[src/rtl/dip_pkg.sv]
package dip_pkg;

    typedef enum logic [1:0] {
        ROLE_FOLLOW   = 2'd0,
        ROLE_MRU_LEAD = 2'd1,
        ROLE_BIP_LEAD = 2'd2
    } set_role_e;

    // Leader placement: residue 0 pins head insertion, residue 1 pins bimodal
    function automatic set_role_e role_of(input int unsigned idx, input int unsigned period);
        int unsigned r;
        r = idx % period;
        if (r == 0)      return ROLE_MRU_LEAD;
        else if (r == 1) return ROLE_BIP_LEAD;
        else             return ROLE_FOLLOW;
    endfunction

endpackage

[src/rtl/dip_promote.sv]
// Moves one way of a set to rank 0 and ages the ways that were ahead of it.
module dip_promote #(
    parameter int NUM_WAYS = 4,
    localparam int RANK_W  = (NUM_WAYS > 1) ? $clog2(NUM_WAYS) : 1
) (
    input  logic [NUM_WAYS-1:0][RANK_W-1:0] old_vec,
    input  logic                            en,
    input  logic [RANK_W-1:0]               way,
    output logic [NUM_WAYS-1:0][RANK_W-1:0] new_vec
);
    logic [RANK_W-1:0] moved_rank;

    always_comb begin
        moved_rank = old_vec[way];
    end

    for (genvar w = 0; w < NUM_WAYS; w++) begin : g_way
        always_comb begin
            if (!en) begin
                new_vec[w] = old_vec[w];
            end else if (RANK_W'(w) == way) begin
                new_vec[w] = '0;
            end else if (old_vec[w] < moved_rank) begin
                new_vec[w] = old_vec[w] + RANK_W'(1);
            end else begin
                new_vec[w] = old_vec[w];
            end
        end
    end

endmodule

[src/rtl/dip_duel_sel.sv]
// Saturating duel selector; top bit picks the follower policy.
module dip_duel_sel #(
    parameter int SEL_W = 10
) (
    input  logic             clk,
    input  logic             rst_n,
    input  logic             inc,
    input  logic             dec,
    output logic [SEL_W-1:0] cnt,
    output logic             msb
);
    localparam logic [SEL_W-1:0] SEL_MAX = '1;
    localparam logic [SEL_W-1:0] SEL_MID = SEL_W'(1) << (SEL_W - 1);

    typedef struct packed {
        logic [SEL_W-1:0] cnt;
    } sel_state_t;

    sel_state_t st_d, st_q;

    always_comb begin
        st_d = st_q;
        if (inc && !dec && st_q.cnt != SEL_MAX) begin
            st_d.cnt = st_q.cnt + SEL_W'(1);
        end else if (dec && !inc && st_q.cnt != '0) begin
            st_d.cnt = st_q.cnt - SEL_W'(1);
        end
    end

    always_ff @(posedge clk or negedge rst_n) begin
        if (!rst_n) st_q <= '{cnt: SEL_MID};
        else        st_q <= st_d;
    end

    assign cnt = st_q.cnt;
    assign msb = st_q.cnt[SEL_W-1];

endmodule

[src/rtl/dip_lfsr.sv]
// Fibonacci LFSR stepped once per accepted fill.
module dip_lfsr #(
    parameter int           LFSR_W = 16,
    parameter logic [15:0]  SEED   = 16'hACE1,
    parameter logic [15:0]  TAPS   = 16'hB400
) (
    input  logic              clk,
    input  logic              rst_n,
    input  logic              step,
    output logic [LFSR_W-1:0] state
);
    typedef struct packed {
        logic [LFSR_W-1:0] val;
    } lfsr_state_t;

    lfsr_state_t st_d, st_q;
    logic        feedback;

    always_comb begin
        feedback = ^(st_q.val & LFSR_W'(TAPS));
        st_d     = st_q;
        if (step) begin
            st_d.val = {st_q.val[LFSR_W-2:0], feedback};
        end
    end

    always_ff @(posedge clk or negedge rst_n) begin
        if (!rst_n) st_q <= '{val: LFSR_W'(SEED)};
        else        st_q <= st_d;
    end

    assign state = st_q.val;

endmodule

[src/rtl/dip_ctrl.sv]
module dip_ctrl
    import dip_pkg::*;
#(
    parameter int NUM_SETS      = 64,
    parameter int NUM_WAYS      = 4,
    parameter int LEADER_PERIOD = 32,
    parameter int SEL_W         = 10,
    parameter int LFSR_W        = 16,
    parameter int ODDS_LOG2     = 5,
    localparam int SET_W        = (NUM_SETS > 1) ? $clog2(NUM_SETS) : 1,
    localparam int WAY_W        = (NUM_WAYS > 1) ? $clog2(NUM_WAYS) : 1
) (
    input  logic             clk,
    input  logic             rst_n,
    input  logic             acc_valid,
    input  logic [SET_W-1:0] acc_set,
    input  logic             acc_hit,
    input  logic [WAY_W-1:0] acc_way,
    input  logic             fill_valid,
    output logic [WAY_W-1:0] victim_way,
    output logic             follower_bip
);
    localparam int RANK_W = WAY_W;

    typedef logic [NUM_WAYS-1:0][RANK_W-1:0] rank_vec_t;

    typedef struct packed {
        rank_vec_t [NUM_SETS-1:0] ranks;
    } dip_state_t;

    function automatic dip_state_t reset_state();
        dip_state_t s;
        for (int i = 0; i < NUM_SETS; i++) begin
            for (int w = 0; w < NUM_WAYS; w++) begin
                s.ranks[i][w] = RANK_W'(w);
            end
        end
        return s;
    endfunction

    dip_state_t          st_d, st_q;
    logic [NUM_SETS-1:0][NUM_WAYS-1:0][RANK_W-1:0] ranks_q;
    rank_vec_t           cur_vec, new_vec;
    logic [WAY_W-1:0]    victim;
    set_role_e           role;
    logic                hit_ev, miss_ev, fill_ev;
    logic                use_bip, lucky, head_fill;
    logic                promo_en;
    logic [WAY_W-1:0]    promo_way;
    logic                sel_inc, sel_dec, sel_msb;
    logic [SEL_W-1:0]    sel_cnt;
    logic [LFSR_W-1:0]   lfsr_state;

    always_comb begin
        cur_vec = st_q.ranks[acc_set];
        victim  = '0;
        for (int w = 0; w < NUM_WAYS; w++) begin
            if (cur_vec[w] == RANK_W'(NUM_WAYS - 1)) victim = WAY_W'(w);
        end

        role    = role_of(32'(acc_set), LEADER_PERIOD);
        hit_ev  = acc_valid && acc_hit;
        miss_ev = acc_valid && !acc_hit;
        fill_ev = fill_valid && !acc_valid;

        sel_inc = miss_ev && (role == ROLE_MRU_LEAD);
        sel_dec = miss_ev && (role == ROLE_BIP_LEAD);

        case (role)
            ROLE_MRU_LEAD: use_bip = 1'b0;
            ROLE_BIP_LEAD: use_bip = 1'b1;
            default:       use_bip = sel_msb;
        endcase
        lucky     = (lfsr_state[ODDS_LOG2-1:0] == '0);
        head_fill = fill_ev && (!use_bip || lucky);

        promo_en  = hit_ev || head_fill;
        promo_way = hit_ev ? acc_way : victim;

        st_d = st_q;
        if (promo_en) begin
            st_d.ranks[acc_set] = new_vec;
        end
    end

    always_ff @(posedge clk or negedge rst_n) begin
        if (!rst_n) st_q <= reset_state();
        else        st_q <= st_d;
    end

    dip_promote #(.NUM_WAYS(NUM_WAYS)) u_promote (
        .old_vec (cur_vec),
        .en      (promo_en),
        .way     (promo_way),
        .new_vec (new_vec)
    );

    dip_duel_sel #(.SEL_W(SEL_W)) u_sel (
        .clk   (clk),
        .rst_n (rst_n),
        .inc   (sel_inc),
        .dec   (sel_dec),
        .cnt   (sel_cnt),
        .msb   (sel_msb)
    );

    dip_lfsr #(.LFSR_W(LFSR_W)) u_lfsr (
        .clk   (clk),
        .rst_n (rst_n),
        .step  (fill_ev),
        .state (lfsr_state)
    );

    assign ranks_q      = st_q.ranks;
    assign victim_way   = victim;
    assign follower_bip = sel_msb;

endmodule

[config.mk]
export PLATFORM = sky130hd
export DESIGN_NAME = dip_ctrl
export DESIGN_NICKNAME = d
export VERILOG_FILES = /design/src/rtl/dip_pkg.sv /design/src/rtl/dip_promote.sv /design/src/rtl/dip_duel_sel.sv /design/src/rtl/dip_lfsr.sv /design/src/rtl/dip_ctrl.sv
export SDC_FILE = /design/constraint.sdc
export NUM_CORES = 1
export LEC_CHECK = 0
export CORE_ASPECT_RATIO = 0.6
export CORE_MARGIN = 10
export CORE_UTILIZATION = 50
export CTS_CLUSTER_SIZE = 10
export DETAILED_ROUTE_END_ITERATION = 6
export DONT_BUFFER_PORTS = 1
export MAX_ROUTING_LAYER = met4
export PLACE_DENSITY = 0.66
export SYNTH_ARGS = -nofsm -noshare
export SYNTH_HDL_FRONTEND = slang
export SYNTH_HIERARCHICAL = 1
export SYNTH_SLANG_ARGS = --single-unit
export TNS_END_PERCENT = 30
[constraint.sdc]
create_clock -name clk -period 5.3 [get_ports clk]
set_clock_uncertainty 0.05 [all_clocks]
set_input_delay 0 -clock clk [delete_from_list [all_inputs] [get_ports clk]]
set_output_delay 0 -clock clk [all_outputs]
set_load 0.01 [all_outputs]
## Yosys cells after proc, flatten, opt, wreduce, memory -nomap -nowiden

Index checks and enable logic that the tools add are counted.

- Order comparisons: 7
- Bitwise operators: 0
- Reduce and logical (&&, ||, !) cells: 24
- Multipliers: 0
- $add $sub $neg: 6
- Equality and inequality tests: 10
- Div/mod/pow operators: 0
- Muxes and demuxes: 28
- Shift-type cells: 0

Operator list:

| operator | number |
|---|---|
| $bwmux W512 | 1 |
| $bmux W8 S6 | 1 |
| $demux W8 S6 | 1 |
| $mux W2 | 18 |
| $logic_not A32 Y1 | 1 |
| $mux W10 | 2 |
| $mux W8 | 2 |
| $reduce_xor A16 Y1 | 1 |
| $logic_and A1 B1 Y1 | 11 |
| $add A10 B1 Y10 const B | 1 |
| $ne A10 B10 Y1 const B | 1 |
| $reduce_bool A10 Y1 | 1 |
| $sub A10 B1 Y10 const B | 1 |
| $add A2 B1 Y2 const B | 4 |
| $eq A2 B2 Y1 const B | 4 |
| $lt A2 B2 Y1 | 4 |
| $lt A6 B7 Y1 const B | 1 |
| $ge A6 B1 Y1 const B | 1 |
| $eq A5 B1 Y1 const B | 1 |
| $logic_not A1 Y1 | 5 |
| $logic_not A5 Y1 | 1 |
| $bmux W2 S2 | 1 |
| $eq A2 B2 Y1 const A | 2 |
| $lt A2 B3 Y1 const B | 1 |
| other kinds (7) | 8 |

- Memories kept: 0
- Output and inout port bits: 3
- Memory bits (read-only): 0
- Bits in latches: 0
- Input bits: 13
- Logic and storage cells: 333
- Register bits after elaboration: 538
- Bits in writable memories: 0

## Depth between registers and ports, before layout

- Depth in word-level cells: 14
- Gate-level depth with buffers: 21
- Gate-level depth less buffers: 14

## Cells and area by module

The synthesis kept the hierarchy.

By module, submodules not included:

| module | cells an instance | area an instance (µm²) | times used | seq. area each (µm²) |
|---|---|---|---|---|
| dip_ctrl | 1679 | 24516.0 | 1 | 13132.6 |
| dip_duel_sel | 97 | 874.6 | 1 | 251.5 |
| dip_lfsr | 38 | 675.6 | 1 | 410.4 |
| dip_promote | 48 | 351.6 | 1 | 0.0 |

## Least setup slack after synthesis

OpenSTA, ideal clock, no wires.

- Path type: reg2reg
- From: register st_q, in the netlist ranks_q[399]
- To: register st_q, in the netlist ranks_q[409]
- Buffers on the path: 2
- Stages on the path, launching flop included: 17
- Setup time: 128 ps
- Data required time: 5122 ps
- Setup slack: 776 ps
- Period minus slack after synthesis: 4524 ps
- Data arrival time: 4347 ps
- Cells stage by stage: dfstp_2 mux4_1 mux2i_1 o211ai_1 or4_1 or4b_4 nand2_2 a31oi_1 mux4_1 inv_1 ha_1 nor3b_1 o21ai_1 a22o_1 buf_1 clkbuf_1 mux2_1

RTL lines:

| item | RTL line | text |
|---|---|---|
| start, declared | dip_ctrl.sv:41 | `dip_state_t st_d, st_q;` |
| start signal, assigned | dip_ctrl.sv:87 | `if (!rst_n) st_q <= reset_state();` |
| start signal, assigned | dip_ctrl.sv:88 | `else st_q <= st_d;` |

==> flow_summary.toml <==
[place]
dp.cells = 2492
dp_hpwl_mm = 47.9
port_buffers = 0
dpl_worst_slack_ns = 0.201
gp_congestion = 0.935
dpl_cell_area_um2 = 27300

[critical_path]
slowest_delay_ns = 0.56
critPathMostFrequentCell = "mux4_1"
path_class = "flip-flop to flip-flop"
path_cells = "mux4_1, mux2i_2, o211ai_1, or4_1, or4b_4, nand2_2, a31oi_1, mux4_1, inv_1, buf_4, ha_1, nor3b_1, o21a_1, nor3_2, buf_12, mux2_1"
crit_required_ns = 5.78
worstPathArrival_ns = 5.51
crit_path_start_kind = "flip-flop"
critical-path-slowest-cell = "or4_1"
critPathMaxFanout = 49
worstSetupEndpointType = "flip-flop"

[drt]
via_per_inst = 6.35
routed_wl_mm = 75.1
dr.pass1.iters = 6
drc = 0
vias = 16600
detail-route-antenna-nets = 0
wl_per_cell_um = 28.8
drtIter0Drc = 1929

[clock_network]
cts_tree = "built"
numClockSinks = 538
htree_levels = 2
numCtsBuffers = 59
postCtsSetupRepairBufs = 0
clk_latency_ns = 0.62
ctsHoldBuffers = 6
clockBufferDepth = 3
root_buffer = "clkbuf_16"
clk_pin_slew_ns = 0.06

[floorplanning]
pin_count = 16
core_area_um2 = 52400
rows = 65
dieWidth_um = 317
die_h_um = 198
initial_utilization_pct = 50.4
die-area_um2 = 62700

[finish]
layout.nets = 1882
finalNonFillerCells = 2612
layout_commonest_cell = "mux2_2"
area_growth_pct = 10.3
postLayoutCellArea_um2 = 29100
fin_util_pct = 55.6
final_cell_mix = "mux2_2 (534), dfrtp_1 (273), dfstp_2 (265), clkbuf_16 (60), mux4_2 (57)"
drive_gt1_share_pct = 57.5

[synthesis]
synth_cells = 1861
syn_area_um2 = 26400
syn-num-nets = 1887
yosysWarnings = 6
synth_area_per_cell_um2 = 14.2

[timing]
max_freq_mhz = 199
final_period_minus_worst_setup_slack_ns = 5.03
finalHoldViolCount = 452
relSlewSlack_pct = -15.7
rsz0062_at_grt = "no"
worst_slack_ns = 0.267
fin_crit_sh_pct = 95.0
maxSlewViolCount = 208
worst_pin_slew_ns = 1.74
whs_ns = -0.908
setup_tns_ns = 0
setup_viol = 0

[grt]
grt_usage_pct = 24.7
overflow = 0
antenna_found_initial = 10
grt_max_degree = 539
grt_pass1_wl_mm = 113
grt_pass1_vias = 16800

[power_and_ir_drop]
switching_share_pct = 27.0
pwr-share-comb_pct = 17.5
p_leak_nw = 12.3
power_density_nw_per_um2 = 371
total_power_mw = 10.8
clock_power_share_pct = 34.9
irDropWorstVdd_v = 0.000312
pwr-share-seq_pct = 47.6
p_switching_mw = 2.92
p_int_mw = 7.89

[run_status]
status = "finished, violations left"
violations = "hold timing, slew limit"

[flow_run]
maxCapViolations = 0

[hold_path]
worstHoldPathType = "input pin to async pin"
[final timing paths]
kind | depth (start not counted) | endpoint | start | slack [ns]
worst max-delay path | 16 | ranks_q[30] | ranks_q[423] | 0.27
worst min register to register | 1 | ranks_q[347] | ranks_q[347] | 0.43
worst max register to register | 16 | ranks_q[30] | ranks_q[423] | 0.27
min in group clk | 4 | ranks_q[409] | acc_set[3] | 0.09
max in group asynchronous | 0 | ranks_q[344] | rst_n | 4.77
worst min-delay path | 0 | ranks_q[128] | rst_n | -0.91
[state kept, by name (all words and copies together), names as in the netlist]
register,count
ranks_q,512
u_lfsr/state,16
u_sel/cnt,10
[area by class of cell]
class	instances	area, um2
Antenna cell	4	10.0
Clock buffer	108	1690
Clock inverter	2	25.0
Fill cell	4198	23200
Inverter	19	71.3
Multi-Input combinational cell	1171	12000
Sequential cell	538	13800
Tap cell	703	880
Timing Repair Buffer	67	681
[repair_timing]
| item | CTS | global route |
|---|---|---|
| endpoints found under the setup margin | 0 | 102 |
| hold endpoints to repair | 621 | 538 |
| gates resized for setup | 0 | 2 |
[routing by layer]
layer | GRT usage (%) | part of all wire (%)
met1 | 38.1 | 49
met2 | 32.2 | 41
met3 | 5.99 | 9.0
met4 | 4.67 | 1.6
met5 | - | 0
[worst max-delay path, delay by kind of cell (launching register included)]
family,cells,cell delay (ns)
flops,1,0.37
compound gates,3,0.57
buf+inv,3,0.47
fa+ha+maj,1,0.22
simple gates,5,1.55
mux,4,1.66
[power by group through the flow]
stage | logic, mW | clock network (mW) | registers, mW
CTS | 1.86 | 3.84 | 5.14
global route | 2.02 | 4.02 | 5.21
finish | 1.89 | 3.78 | 5.15
floorplan | 1.39 | 0 | 5.09
global placement | 1.79 | 0 | 5.16
detailed placement | 1.84 | 0 | 5.20
(Power assumes the default switching activity.)
